`config.mk`:
```
export PLATFORM = sky130hd
export DESIGN_NAME = lockstep_recovery_ctrl
export DESIGN_NICKNAME = d
export VERILOG_FILES = /design/src/rtl/lsr_pkg.sv /design/src/rtl/lsr_compare.sv /design/src/rtl/lsr_ckpt.sv /design/src/rtl/lsr_sat_counter.sv /design/src/rtl/lockstep_recovery_ctrl.sv
export SDC_FILE = /design/constraint.sdc
export NUM_CORES = 1
export LEC_CHECK = 0
export ABC_AREA = 1
export BUFFER_PORTS_ARGS = -buffer_cell sky130_fd_sc_hd__buf_2
export CAP_MARGIN = 5
export CELL_PAD_IN_SITES_DETAIL_PLACEMENT = 0
export CELL_PAD_IN_SITES_GLOBAL_PLACEMENT = 1
export CORE_MARGIN = 2
export CORE_UTILIZATION = 36
export DETAILED_ROUTE_END_ITERATION = 8
export PLACE_DENSITY_LB_ADDON = 0.1
export SLEW_MARGIN = 20
export SYNTH_ARGS = -nofsm -noshare
export SYNTH_HDL_FRONTEND = slang
export SYNTH_SLANG_ARGS = --single-unit
```
`constraint.sdc`:
```
create_clock -name clk_i -period 3.35 [get_ports clk_i]
set_input_delay 0.335 -clock clk_i [delete_from_list [all_inputs] [get_ports clk_i]]
set_output_delay 0.335 -clock clk_i [all_outputs]
set_load 0.02 [all_outputs]
```
`src/rtl/lsr_pkg.sv`:
```
package lsr_pkg;
  typedef enum logic [2:0] {
    ST_RUN,
    ST_RETRY,
    ST_RESTORE,
    ST_SPARE,
    ST_FAILED
  } lsr_state_e;
endpackage

```
`src/rtl/lsr_compare.sv`:
```
module lsr_compare #(
  parameter int WORD_W    = 16,
  parameter int NUM_WORDS = 4,
  localparam int STATE_W  = WORD_W * NUM_WORDS
) (
  input  logic               done_a_i,
  input  logic               done_b_i,
  input  logic [STATE_W-1:0] state_a_i,
  input  logic [STATE_W-1:0] state_b_i,
  output logic               strobe_o,
  output logic               agree_o
);
  logic [NUM_WORDS-1:0] word_eq;

  for (genvar w = 0; w < NUM_WORDS; w++) begin : g_word
    assign word_eq[w] = state_a_i[w*WORD_W +: WORD_W] == state_b_i[w*WORD_W +: WORD_W];
  end

  assign strobe_o = done_a_i | done_b_i;
  // a lone strobe never counts as agreement
  assign agree_o  = done_a_i & done_b_i & (&word_eq);
endmodule

```
`src/rtl/lsr_ckpt.sv`:
```
module lsr_ckpt #(
  parameter int WORD_W    = 16,
  parameter int NUM_WORDS = 4,
  localparam int STATE_W  = WORD_W * NUM_WORDS,
  localparam int IDX_W    = (NUM_WORDS > 1) ? $clog2(NUM_WORDS) : 1
) (
  input  logic               clk_i,
  input  logic               rst_ni,
  input  logic               load_i,
  input  logic [STATE_W-1:0] data_i,
  input  logic [IDX_W-1:0]   sel_i,
  output logic [STATE_W-1:0] ckpt_o,
  output logic [WORD_W-1:0]  word_o
);
  logic [STATE_W-1:0] ckpt_q;
  logic [WORD_W-1:0]  words [NUM_WORDS];

  always_ff @(posedge clk_i or negedge rst_ni) begin
    if (!rst_ni)     ckpt_q <= '0;
    else if (load_i) ckpt_q <= data_i;
  end

  for (genvar w = 0; w < NUM_WORDS; w++) begin : g_split
    assign words[w] = ckpt_q[w*WORD_W +: WORD_W];
  end

  assign ckpt_o = ckpt_q;
  assign word_o = words[sel_i];
endmodule

```
`src/rtl/lsr_sat_counter.sv`:
```
module lsr_sat_counter #(
  parameter int CNT_W = 4
) (
  input  logic             clk_i,
  input  logic             rst_ni,
  input  logic             inc_i,
  output logic [CNT_W-1:0] count_o
);
  logic [CNT_W-1:0] cnt_q;

  always_ff @(posedge clk_i or negedge rst_ni) begin
    if (!rst_ni)                   cnt_q <= '0;
    else if (inc_i && cnt_q != '1) cnt_q <= cnt_q + CNT_W'(1);
  end

  assign count_o = cnt_q;
endmodule

```
`src/rtl/lockstep_recovery_ctrl.sv`:
```
module lockstep_recovery_ctrl
  import lsr_pkg::*;
#(
  parameter int WORD_W    = 16,
  parameter int NUM_WORDS = 4,
  parameter int CNT_W     = 4,
  localparam int STATE_W  = WORD_W * NUM_WORDS,
  localparam int IDX_W    = (NUM_WORDS > 1) ? $clog2(NUM_WORDS) : 1
) (
  input  logic               clk_i,
  input  logic               rst_ni,
  input  logic               done_a_i,
  input  logic               done_b_i,
  input  logic [STATE_W-1:0] state_a_i,
  input  logic [STATE_W-1:0] state_b_i,
  output logic               retry_o,
  output logic [STATE_W-1:0] ckpt_o,
  output logic               restore_valid_o,
  output logic [IDX_W-1:0]   restore_idx_o,
  output logic [WORD_W-1:0]  restore_word_o,
  output logic               restore_done_o,
  output logic               spare_active_o,
  output logic               unit_bad_o,
  output logic               machine_check_o,
  output logic               failed_o,
  output logic [CNT_W-1:0]   soft_err_cnt_o
);
  localparam logic [IDX_W-1:0] IDX_LAST = IDX_W'(NUM_WORDS - 1);

  lsr_state_e       state_q, state_d;
  logic             retry_q, retry_d;
  logic [IDX_W-1:0] idx_q, idx_d;
  logic             spare_q, spare_d;
  logic             bad_q, bad_d;
  logic             mc_q, mc_d;
  logic             strobe, agree, ckpt_load, soft_inc;

  lsr_compare #(.WORD_W(WORD_W), .NUM_WORDS(NUM_WORDS)) u_cmp (
    .done_a_i (done_a_i),
    .done_b_i (done_b_i),
    .state_a_i(state_a_i),
    .state_b_i(state_b_i),
    .strobe_o (strobe),
    .agree_o  (agree)
  );

  lsr_ckpt #(.WORD_W(WORD_W), .NUM_WORDS(NUM_WORDS)) u_ckpt (
    .clk_i (clk_i),
    .rst_ni(rst_ni),
    .load_i(ckpt_load),
    .data_i(state_a_i),
    .sel_i (idx_q),
    .ckpt_o(ckpt_o),
    .word_o(restore_word_o)
  );

  lsr_sat_counter #(.CNT_W(CNT_W)) u_soft (
    .clk_i  (clk_i),
    .rst_ni (rst_ni),
    .inc_i  (soft_inc),
    .count_o(soft_err_cnt_o)
  );

  always_comb begin
    state_d   = state_q;
    retry_d   = 1'b0;
    idx_d     = idx_q;
    spare_d   = spare_q;
    bad_d     = bad_q;
    mc_d      = mc_q;
    soft_inc  = 1'b0;
    ckpt_load = 1'b0;
    unique case (state_q)
      ST_RUN, ST_SPARE: begin
        if (strobe) begin
          if (agree) begin
            ckpt_load = 1'b1;
          end else begin
            mc_d    = 1'b1;
            retry_d = 1'b1;
            state_d = ST_RETRY;
          end
        end
      end
      ST_RETRY: begin
        // strobes during the request pulse are ignored
        if (!retry_q && strobe) begin
          if (agree) begin
            ckpt_load = 1'b1;
            soft_inc  = 1'b1;
            state_d   = spare_q ? ST_SPARE : ST_RUN;
          end else if (spare_q) begin
            state_d = ST_FAILED;
          end else begin
            bad_d   = 1'b1;
            idx_d   = '0;
            state_d = ST_RESTORE;
          end
        end
      end
      ST_RESTORE: begin
        if (idx_q == IDX_LAST) begin
          spare_d = 1'b1;
          state_d = ST_SPARE;
        end else begin
          idx_d = idx_q + IDX_W'(1);
        end
      end
      default: ;
    endcase
  end

  always_ff @(posedge clk_i or negedge rst_ni) begin
    if (!rst_ni) begin
      state_q <= ST_RUN;
      retry_q <= 1'b0;
      idx_q   <= '0;
      spare_q <= 1'b0;
      bad_q   <= 1'b0;
      mc_q    <= 1'b0;
    end else begin
      state_q <= state_d;
      retry_q <= retry_d;
      idx_q   <= idx_d;
      spare_q <= spare_d;
      bad_q   <= bad_d;
      mc_q    <= mc_d;
    end
  end

  assign retry_o         = retry_q;
  assign restore_valid_o = state_q == ST_RESTORE;
  assign restore_idx_o   = idx_q;
  assign restore_done_o  = restore_valid_o && idx_q == IDX_LAST;
  assign spare_active_o  = spare_q;
  assign unit_bad_o      = bad_q;
  assign machine_check_o = mc_q;
  assign failed_o        = state_q == ST_FAILED;
endmodule

```
After elaboration in Yosys (flattened, before gate mapping):

Cells that the tools add are included.
Widths: inputs -> output; s select.

* multiplexer cells: 24
* equal/unequal tests: 17
* add/subtract/negate cells: 2
* magnitude comparators: 1
* bitwise logic cells: 6
* reductions and logical operators: 14

Operators with widths (number)
* $eq 16x16->1: 4
* $bmux 16 s2: 1
* $mux 16: 2
* $mux 3: 6
* $ne 2x2->1 const B: 6
* $mux 2: 5
* $reduce_and 5->1: 2
* $pmux 3 s3: 1
* $reduce_and 4->1: 2
* $mux 1: 7
* $eq 3x2->1 const B: 2
* $add 4x1->4 const B: 1
* $ne 4x4->1 const B: 1
* $pmux 2 s2: 1
* $eq 3x1->1 const B: 1
* $eq 3x3->1 const B: 1
* $ge 3x3->1 const B: 1
* $logic_and 1x1->1: 3
* $logic_not 3->1: 1
* $not 2->3: 1
* $reduce_and 3->1: 1
* $reduce_bool 3->1: 1
* $add 2x1->2 const B: 1
* $and 1x1->1: 2
* other kinds (9): 10

* flip-flop bits (word level): 77
* word-level logic and storage cells: 72

Depth between registers and ports, before layout:

Gate-level depths: netlist of run 1.

* depth in word-level cells: 7
* depth in mapped cells: 14
* gate-level depth less buffers: 14

Hierarchy:

A second synthesis of run 1 with hierarchy kept.

* cells, all modules: 744
* area, all modules: 4926.0 um2

By module, submodules not included
* lsr_ckpt: times used 1, seq. area each 1601.5 um2, cells an instance 394, area each 3062.9 um2
* lsr_compare: times used 1, seq. area each 0.0 um2, cells an instance 253, area each 1106.1 um2
* lockstep_recovery_ctrl: times used 1, seq. area each 225.2 um2, cells an instance 73, area each 550.5 um2
* lsr_sat_counter: times used 1, seq. area each 100.1 um2, cells an instance 24, area each 206.4 um2

Worst setup path before layout of run 1:

OpenSTA, ideal clock, no wires.

* path type: in2reg
* start point: in state_b_i[47]
* end point: reg state_q[1]
* slack: 1.336 ns
* stages: 14
* buffers on the path: 1
* required time: 3.284 ns
* arrival: 1.947 ns
* cell sequence: inv_1 nand2_1 nand2_1 inv_1 nand3_1 nor3_1 nand4_2 nor2_4 buf_2 inv_1 ha_1 o21ai_0 nand4_1 nand2_1

* word-level cells in the longest chain between the ends: 6

Ends and longest elaborated chain
* from (decl): line lockstep_recovery_ctrl.sv:15 `input logic [STATE_W-1:0] state_b_i,`
* $eq 16x16->1 (*): line lsr_compare.sv:16 `assign word_eq[w] = state_a_i[w*WORD_W +: WORD_W] == state_b_i[w*WORD_W +: WORD_W];`
* $reduce_and 4->1 (*): line lsr_compare.sv:21 `assign agree_o = done_a_i & done_b_i & (&word_eq);`
* $and 1x1->1 (*): line lsr_compare.sv:21
* $mux 3: line lockstep_recovery_ctrl.sv:88 `if (agree) begin`
* $mux 3: line lockstep_recovery_ctrl.sv:87 `if (!retry_q && strobe) begin`
* $pmux 3 s3: line lockstep_recovery_ctrl.sv:73 `unique case (state_q)`
* to (signal assigned): line lockstep_recovery_ctrl.sv:122 `state_q <= state_d;`
* to (decl): line lockstep_recovery_ctrl.sv:30 `lsr_state_e state_q, state_d;`

Every way passes the cells marked *; elsewhere a longest branch is shown, timed or not. The select of a mux whose other input is x is not followed.
A chain may end at the register's enable or synchronous reset.

Worst setup path in the final report of run 1:

* start point: reg idx_q[0] (netlist: restore_idx_o[0])
* end point: out restore_word_o[10]

* word-level cells in the longest chain between the ends: 4

Ends and longest elaborated chain
* from (decl): line lockstep_recovery_ctrl.sv:32 `logic [IDX_W-1:0] idx_q, idx_d;`
* from (signal assigned): line lockstep_recovery_ctrl.sv:124 `idx_q <= idx_d;`
* $not 2->3 (implied by the code): line lsr_ckpt.sv:28 `assign word_o = words[sel_i];`
* $bmux 16 s2: line lsr_ckpt.sv:28
* $mux 16 (implied by the code) (2 in series): line lsr_ckpt.sv:28
* to (decl): line lockstep_recovery_ctrl.sv:20 `output logic [WORD_W-1:0] restore_word_o,`

No other way between the ends. The select of a mux whose other input is x is not followed.

==> results of run 1 <==
## Yosys cell counts (all sizes together)
master  number
o211ai      64
a21o         1
nand2      350
o22ai       16
xnor2        1
buf         22
a221oi       1
and2         2
nand3       82
ha           5
a21oi        1
or2          2
nand4       25
nor2       170
nor3         6
inv        147
xor2         1
o21ai       34
nand3b       1
a211oi       1
clkbuf      20
dfrtp       77
## worst max path at each step
stage | start | end
2_1_floorplan | state_b_i[47] | state_q[1]$_DFFE_PN0P_
4_1_cts | restore_idx_o[0]$_DFFE_PN0P_ | restore_word_o[6]
6_report | restore_idx_o[0]$_DFFE_PN0P_ | restore_word_o[10]
3_3_place_gp | state_a_i[9] | state_q[0]$_DFFE_PN0P_
5_1_grt | restore_idx_o[0]$_DFFE_PN0P_ | restore_word_o[10]
3_5_place_dp | state_a_i[9] | state_q[0]$_DFFE_PN0P_
## critical path: cells and delay by family, from the launching register on
| family | cells | cell delay (ns) |
|---|---|---|
| AO/OA/AOI/OAI | 2 | 0.49 |
| buffers and inverters | 2 | 0.82 |
| flip-flops | 1 | 0.37 |
## per-stage QoR
step / power (mW) / hold WS, ns
final: 2.38 / 0.297
after global placement: 1.34 / 0.442
after floorplan: 1.13 / 0.0394
after CTS: 2.39 / 0.188
after detailed placement: 1.34 / 0.450
after global routing: 2.50 / 0.309
## layout make-up
type	instances	area, sq um
clock inverters	6	87.6
well taps	220	275
fillers	1876	8840
flip-flops and latches	77	1930
repair buffers	235	1240
clock buffers	10	229
multi-input cells	763	3490
diodes	1	2.50
inverters	147	552
## per-layer routing
layer,vias to the layer above,track usage [%],wire length [um]
met5,-,0,0
met4,0,9.36,719
met3,36,3.53,1700
met2,270,44.2,11600
met1,3344,43.3,12700
li1,3685,-,-
## registers in the layout (all words and copies together) (netlist names)
name / count
unit_bad_o: 1
retry_o: 1
spare_active_o: 1
restore_idx_o: 2
u_ckpt.ckpt_o: 64
u_soft.count_o: 4
state_q: 3
machine_check_o: 1
## cell usage in the layout, fill, tap and decap left out, drive strengths merged
master,n
inv,147
or2,2
nor2,170
dfrtp,77
o21ai,34
xor2,1
clkbuf,10
nor3,6
xnor2,1
buf,234
nand3b,1
clkinv,4
o22ai,16
diode,1
a21oi,1
nand3,82
nand4,25
a21o,1
ha,5
and2,2
o211ai,64
a211oi,1
a221oi,1
dlygate4sd3,1
bufinv,2
nand2,350
## power by group
part	total, mW	internal [mW]	switching, mW
sequential	0.931	0.930	0.000652
combinational	0.398	0.137	0.261
clock	1.05	0.653	0.400
## kinds of logic (layout without fill, tap and decap cells)
| family | count (synthesis) | in the layout |
|---|---|---|
| other | 0 | 1 |
| XOR/XNOR | 2 | 2 |
| AND/OR/NAND/NOR | 638 | 638 |
| buffers and inverters | 189 | 398 |
| flip-flops | 77 | 77 |
| adder cells (fa/ha/maj) | 5 | 5 |
| AO/OA/AOI/OAI | 118 | 118 |
==> impl_metrics.toml, run 1 <==
[global_route]
antenna_found_initial = 1
track_usage_pct = 29.2
grt_overflow = 0
grt_pass1_vias = 6704
grt_pass1_wl_mm = 39.2
grt_max_degree = 78

[yosys]
synth_xor_area_share_pct = 0.285
synth_warnings = 0
synth_compound_area_share_pct = 12.7
synth_mux_area_share_pct = 0
synth.avg_cell_area_sq_um = 5.98
yosys.area.top_type = "dfrtp_1"
synthCells = 1029
yosysSeqAreaShare_pct = 31.3
yosys.area_share.simple_pct = 42.5
synth_top_area_share_pct = 31.3
synth_fp_nets = 1166
ys_ff_latch = 77
synth_area_leaders = "dfrtp_1 31%, nand2_1 21%, nor2_1 10%, inv_1 8.8%, o211ai_1 7.8%"
syn_area_sq_mm = 0.00615
synth_top_family_by_area = "simple AND/OR/NAND/NOR gates"
synth_cell_type_count = 32
synth_fa_ha_area_share_pct = 1.02

[worst_setup_path]
r2r_setup_slack_ns = 1.16
r2r-end = "u_ckpt.ckpt_o[15]$_DFFE_PN0P_"
startpoint_type = "flop"
cp_slowest_cell = "inv_1"
critPathCaptureType = "output port"
crit_type = "reg2out"
crit_chain = "inv_1 > o21ai_0 > o22ai_1 > buf_2"
critPathMaxFanout = 32
cp_slowest_stage_delay_ns = 0.62
worst_ep_arrival_time_ns = 2.03
crit_required_ns = 3.01
r2r_cells = 7
r2r_start = "state_q[1]$_DFFE_PN0P_"

[run]
drv_cap = 0

[power]
p_per_area_mw_per_mm2 = 305
ir_drop_mv = 0.226
p_leak_nw = 5.02

[sta]
drv_slew = 0
worst_pin_slew_ns = 0.861
fin_tns_setup_ns = 0
fin_crit_ns = 2.36
fmax_mhz = 423
setup_viol = 0
finalWorstSetupSlack_ns = 0.988
slew_headroom_pct = 42.6
skew_ns = 0.00765
finalCritPeriodShare_pct = 70.5
final_hold_viol_count = 0
rsz0062_at_grt = "false"

[clocking]
cts_max_path_buffers = 2
postCtsHoldBufs = 0
cts.repair.resized = 0
cts.htree.levels = 3
clkSinkCount = 77
clkTransAtPathRegs_ns = 0.06
cts_buffers = 9
cts_setup_buffers = 0
cts_tree = "yes"
insertion_delay_ns = 0.34
root_buffer = "clkbuf_16"

[die]
start_util_pct = 37.0
row_count = 47
boundaryPins = 225
die_w_um = 135
die_h_um = 135
core_region_area_sq_mm = 0.0166
design.die.area_sq_mm = 0.0182

[route]
drtAntennaViolNets = 0
vias_per_cell = 5.03
drtIter0Drc = 650
vias = 7335
drt_first_pass_iters = 5
drc_errors = 0
wl_per_cell_um = 18.3
drt-total-wl_mm = 26.8

[cells_and_area]
final_cells = 1459
final_area_sq_mm = 0.00780
layout-drive-gt1-share_pct = 21.0
post-route-util_pct = 46.9
area_growth_syn_to_layout_pct = 26.8
nets = 1370

[worst_hold_path]
hold_start = "state_a_i[27]"
hold_path.class = "in2reg"
hold_depth = 3
whs_endpoint = "u_ckpt.ckpt_o[27]$_DFFE_PN0P_"

[outcome]
status = "finished clean"

[place]
place_ws_ns = 0.891
place_inst = 1440
place_area_sq_mm = 0.00745
gp_congestion = 0.977
portBuffers = 224
dp_hpwl_mm = 22.3
Note: power is estimated with default switching activity, not from simulation.
==> run 2, diff against run 1 <==
- CORE_UTILIZATION: 36 -> 34
- clock period: 3.35 -> 2.4 ns (I/O delays scaled with it)
==> run 2 against run 1 <==
Utilization shrank 2.7 points. Cell area grew 1.1%. Clock skew grew 0.0015 ns. Via count grew 1.5%. Clock-buffer cell count is the same. Sequential cell count is the same. Hold slack lost 0.083 ns. Setup slack lost 0.78 ns. Non-clock buffer count grew 8. Routed wire length grew 4.3%. Sequential share of layout area shrank 0.27 points. Register-to-register slack lost 0.71 ns. Critical path type unchanged.
==> impl_metrics.toml, run 2 (synthesized netlist as in run 1, its figures left out) <==
[route]
drt-total-wl_mm = 27.9
vias_per_cell = 5.04
drtAntennaViolNets = 0
drt_first_pass_iters = 5
drtIter0Drc = 648
wl_per_cell_um = 18.9
drc_errors = 0
vias = 7444

[clocking]
cts.htree.levels = 3
insertion_delay_ns = 0.34
clkSinkCount = 77
cts_setup_buffers = 0
clkTransAtPathRegs_ns = 0.06
root_buffer = "clkbuf_16"
cts.repair.resized = 0
cts_tree = "yes"
cts_max_path_buffers = 2
cts_buffers = 9

[cells_and_area]
area_growth_syn_to_layout_pct = 28.2
final_common_cell = "nand2_1"
final_area_sq_mm = 0.00789
nets = 1378
post-route-util_pct = 44.2
final_cells = 1476
largest_reg_flops = 64
layout_common_cells = "348 x nand2_1, 223 x buf_2, 168 x nor2_1, 145 x inv_1, 82 x nand3_1"
layout-drive-gt1-share_pct = 21.5

[worst_setup_path]
crit_required_ns = 2.16
critPathMaxFanout = 17
critPathCaptureType = "output port"
crit_chain = "inv_1 > buf_4 > o21ai_0 > o22ai_1 > buf_2"
cp_slowest_stage_delay_ns = 0.49
startpoint_type = "flop"
critPathTopFamily = "buffers and inverters"
cp_slowest_cell = "dfrtp_1"
worst_ep_arrival_time_ns = 1.96
worst-path-buf-inv = 3
crit_type = "reg2out"

[place]
portBuffers = 224
place_area_sq_mm = 0.00760
place_inst = 1458
gp_congestion = 0.991
dp_hpwl_mm = 23.5

[die]
die_w_um = 139
design.die.area_sq_mm = 0.0192
boundaryPins = 225
die_h_um = 139
core_region_area_sq_mm = 0.0178
start_util_pct = 34.5
row_count = 49

[sta]
fin_tns_setup_ns = 0
skew_ns = 0.00917
fmax_mhz = 455
rsz0062_at_grt = "false"
slew_headroom_pct = 68.5
finalCritPeriodShare_pct = 91.5
worst_pin_slew_ns = 0.471
fin_crit_ns = 2.20
setup_viol = 0
drv_slew = 0
final_hold_viol_count = 0

[power]
p_per_area_mw_per_mm2 = 399
p_leak_nw = 5.04
power_mw = 3.15
ir_drop_mv = 0.352

[global_route]
grt_overflow = 0
antenna_found_initial = 1
track_usage_pct = 28.7
grt_max_degree = 78
grt_pass1_vias = 7023
grt_pass1_wl_mm = 41.6

[worst_hold_path]
hold_path.class = "in2reg"

[outcome]
status = "finished clean"

[run]
drv_cap = 0
[run 2: layer usage]
metal / wire (um) / vias to the layer above / GRT usage (%)
li1: - / 3709 / -
met3: 1800 / 46 / 4.52
met4: 890 / 0 / 10.3
met5: 0 / - / 0
met1: 13000 / 3374 / 40.9
met2: 12300 / 315 / 44.1
[run 2: through the flow]
| stage | hold WS [ns] | setup WS, ns |
|---|---|---|
| floorplan | -0.0556 | 0.481 |
| global placement | 0.292 | 0.213 |
| detailed placement | 0.292 | 0.234 |
| CTS | 0.202 | 0.218 |
| global route | 0.232 | 0.0998 |
| finish | 0.214 | 0.203 |
[run 2: cell type report]
class	count	area (sq um)
Multi-Input combinational cell	763	3490
Clock inverter	6	47.5
Clock buffer	10	229
Sequential cell	77	1930
Fill cell	2054	9950
Antenna cell	1	2.50
Tap cell	229	287
Inverter	147	552
Timing Repair Buffer	243	1360
[run 2: path summary, 6_finish.rpt]
path / start / endpoint / slack, ns / cells after the start
max: restore_idx_o[0]$_DFFE_PN0P_ / restore_word_o[3] / 0.20 / 5
max reg2reg: state_q[1]$_DFFE_PN0P_ / u_ckpt.ckpt_o[21]$_DFFE_PN0P_ / 0.45 / 8
min in group asynchronous: rst_ni / u_ckpt.ckpt_o[33]$_DFFE_PN0P_ / 0.44 / 3
min: state_a_i[46] / u_ckpt.ckpt_o[46]$_DFFE_PN0P_ / 0.21 / 3
min reg2reg: unit_bad_o$_DFFE_PN0P_ / unit_bad_o$_DFFE_PN0P_ / 0.47 / 1
max in group asynchronous: rst_ni / u_ckpt.ckpt_o[4]$_DFFE_PN0P_ / 1.59 / 3
[run 2: where the power goes]
part | switching, mW | total [mW] | leakage (nW) | internal, mW
sequential | 0.000900 | 1.30 | 1.06 | 1.30
combinational | 0.377 | 0.568 | 3.86 | 0.191
clock | 0.576 | 1.28 | 0.122 | 0.708
total | 0.953 | 3.15 | 5.04 | 2.20
[run 2: worst min-delay path, delay by kind of cell]
family / cells / cell delay [ns]
buffers and inverters: 1 / 0.13
AOI/OAI and AO/OA: 1 / 0.09
and+or+nand+nor: 1 / 0.05
[run 2: repair_timing]
action	in CTS	in global routing
endpoints found under the hold margin	77	0
hold buffers	1	0
setup endpoints to repair	0	0
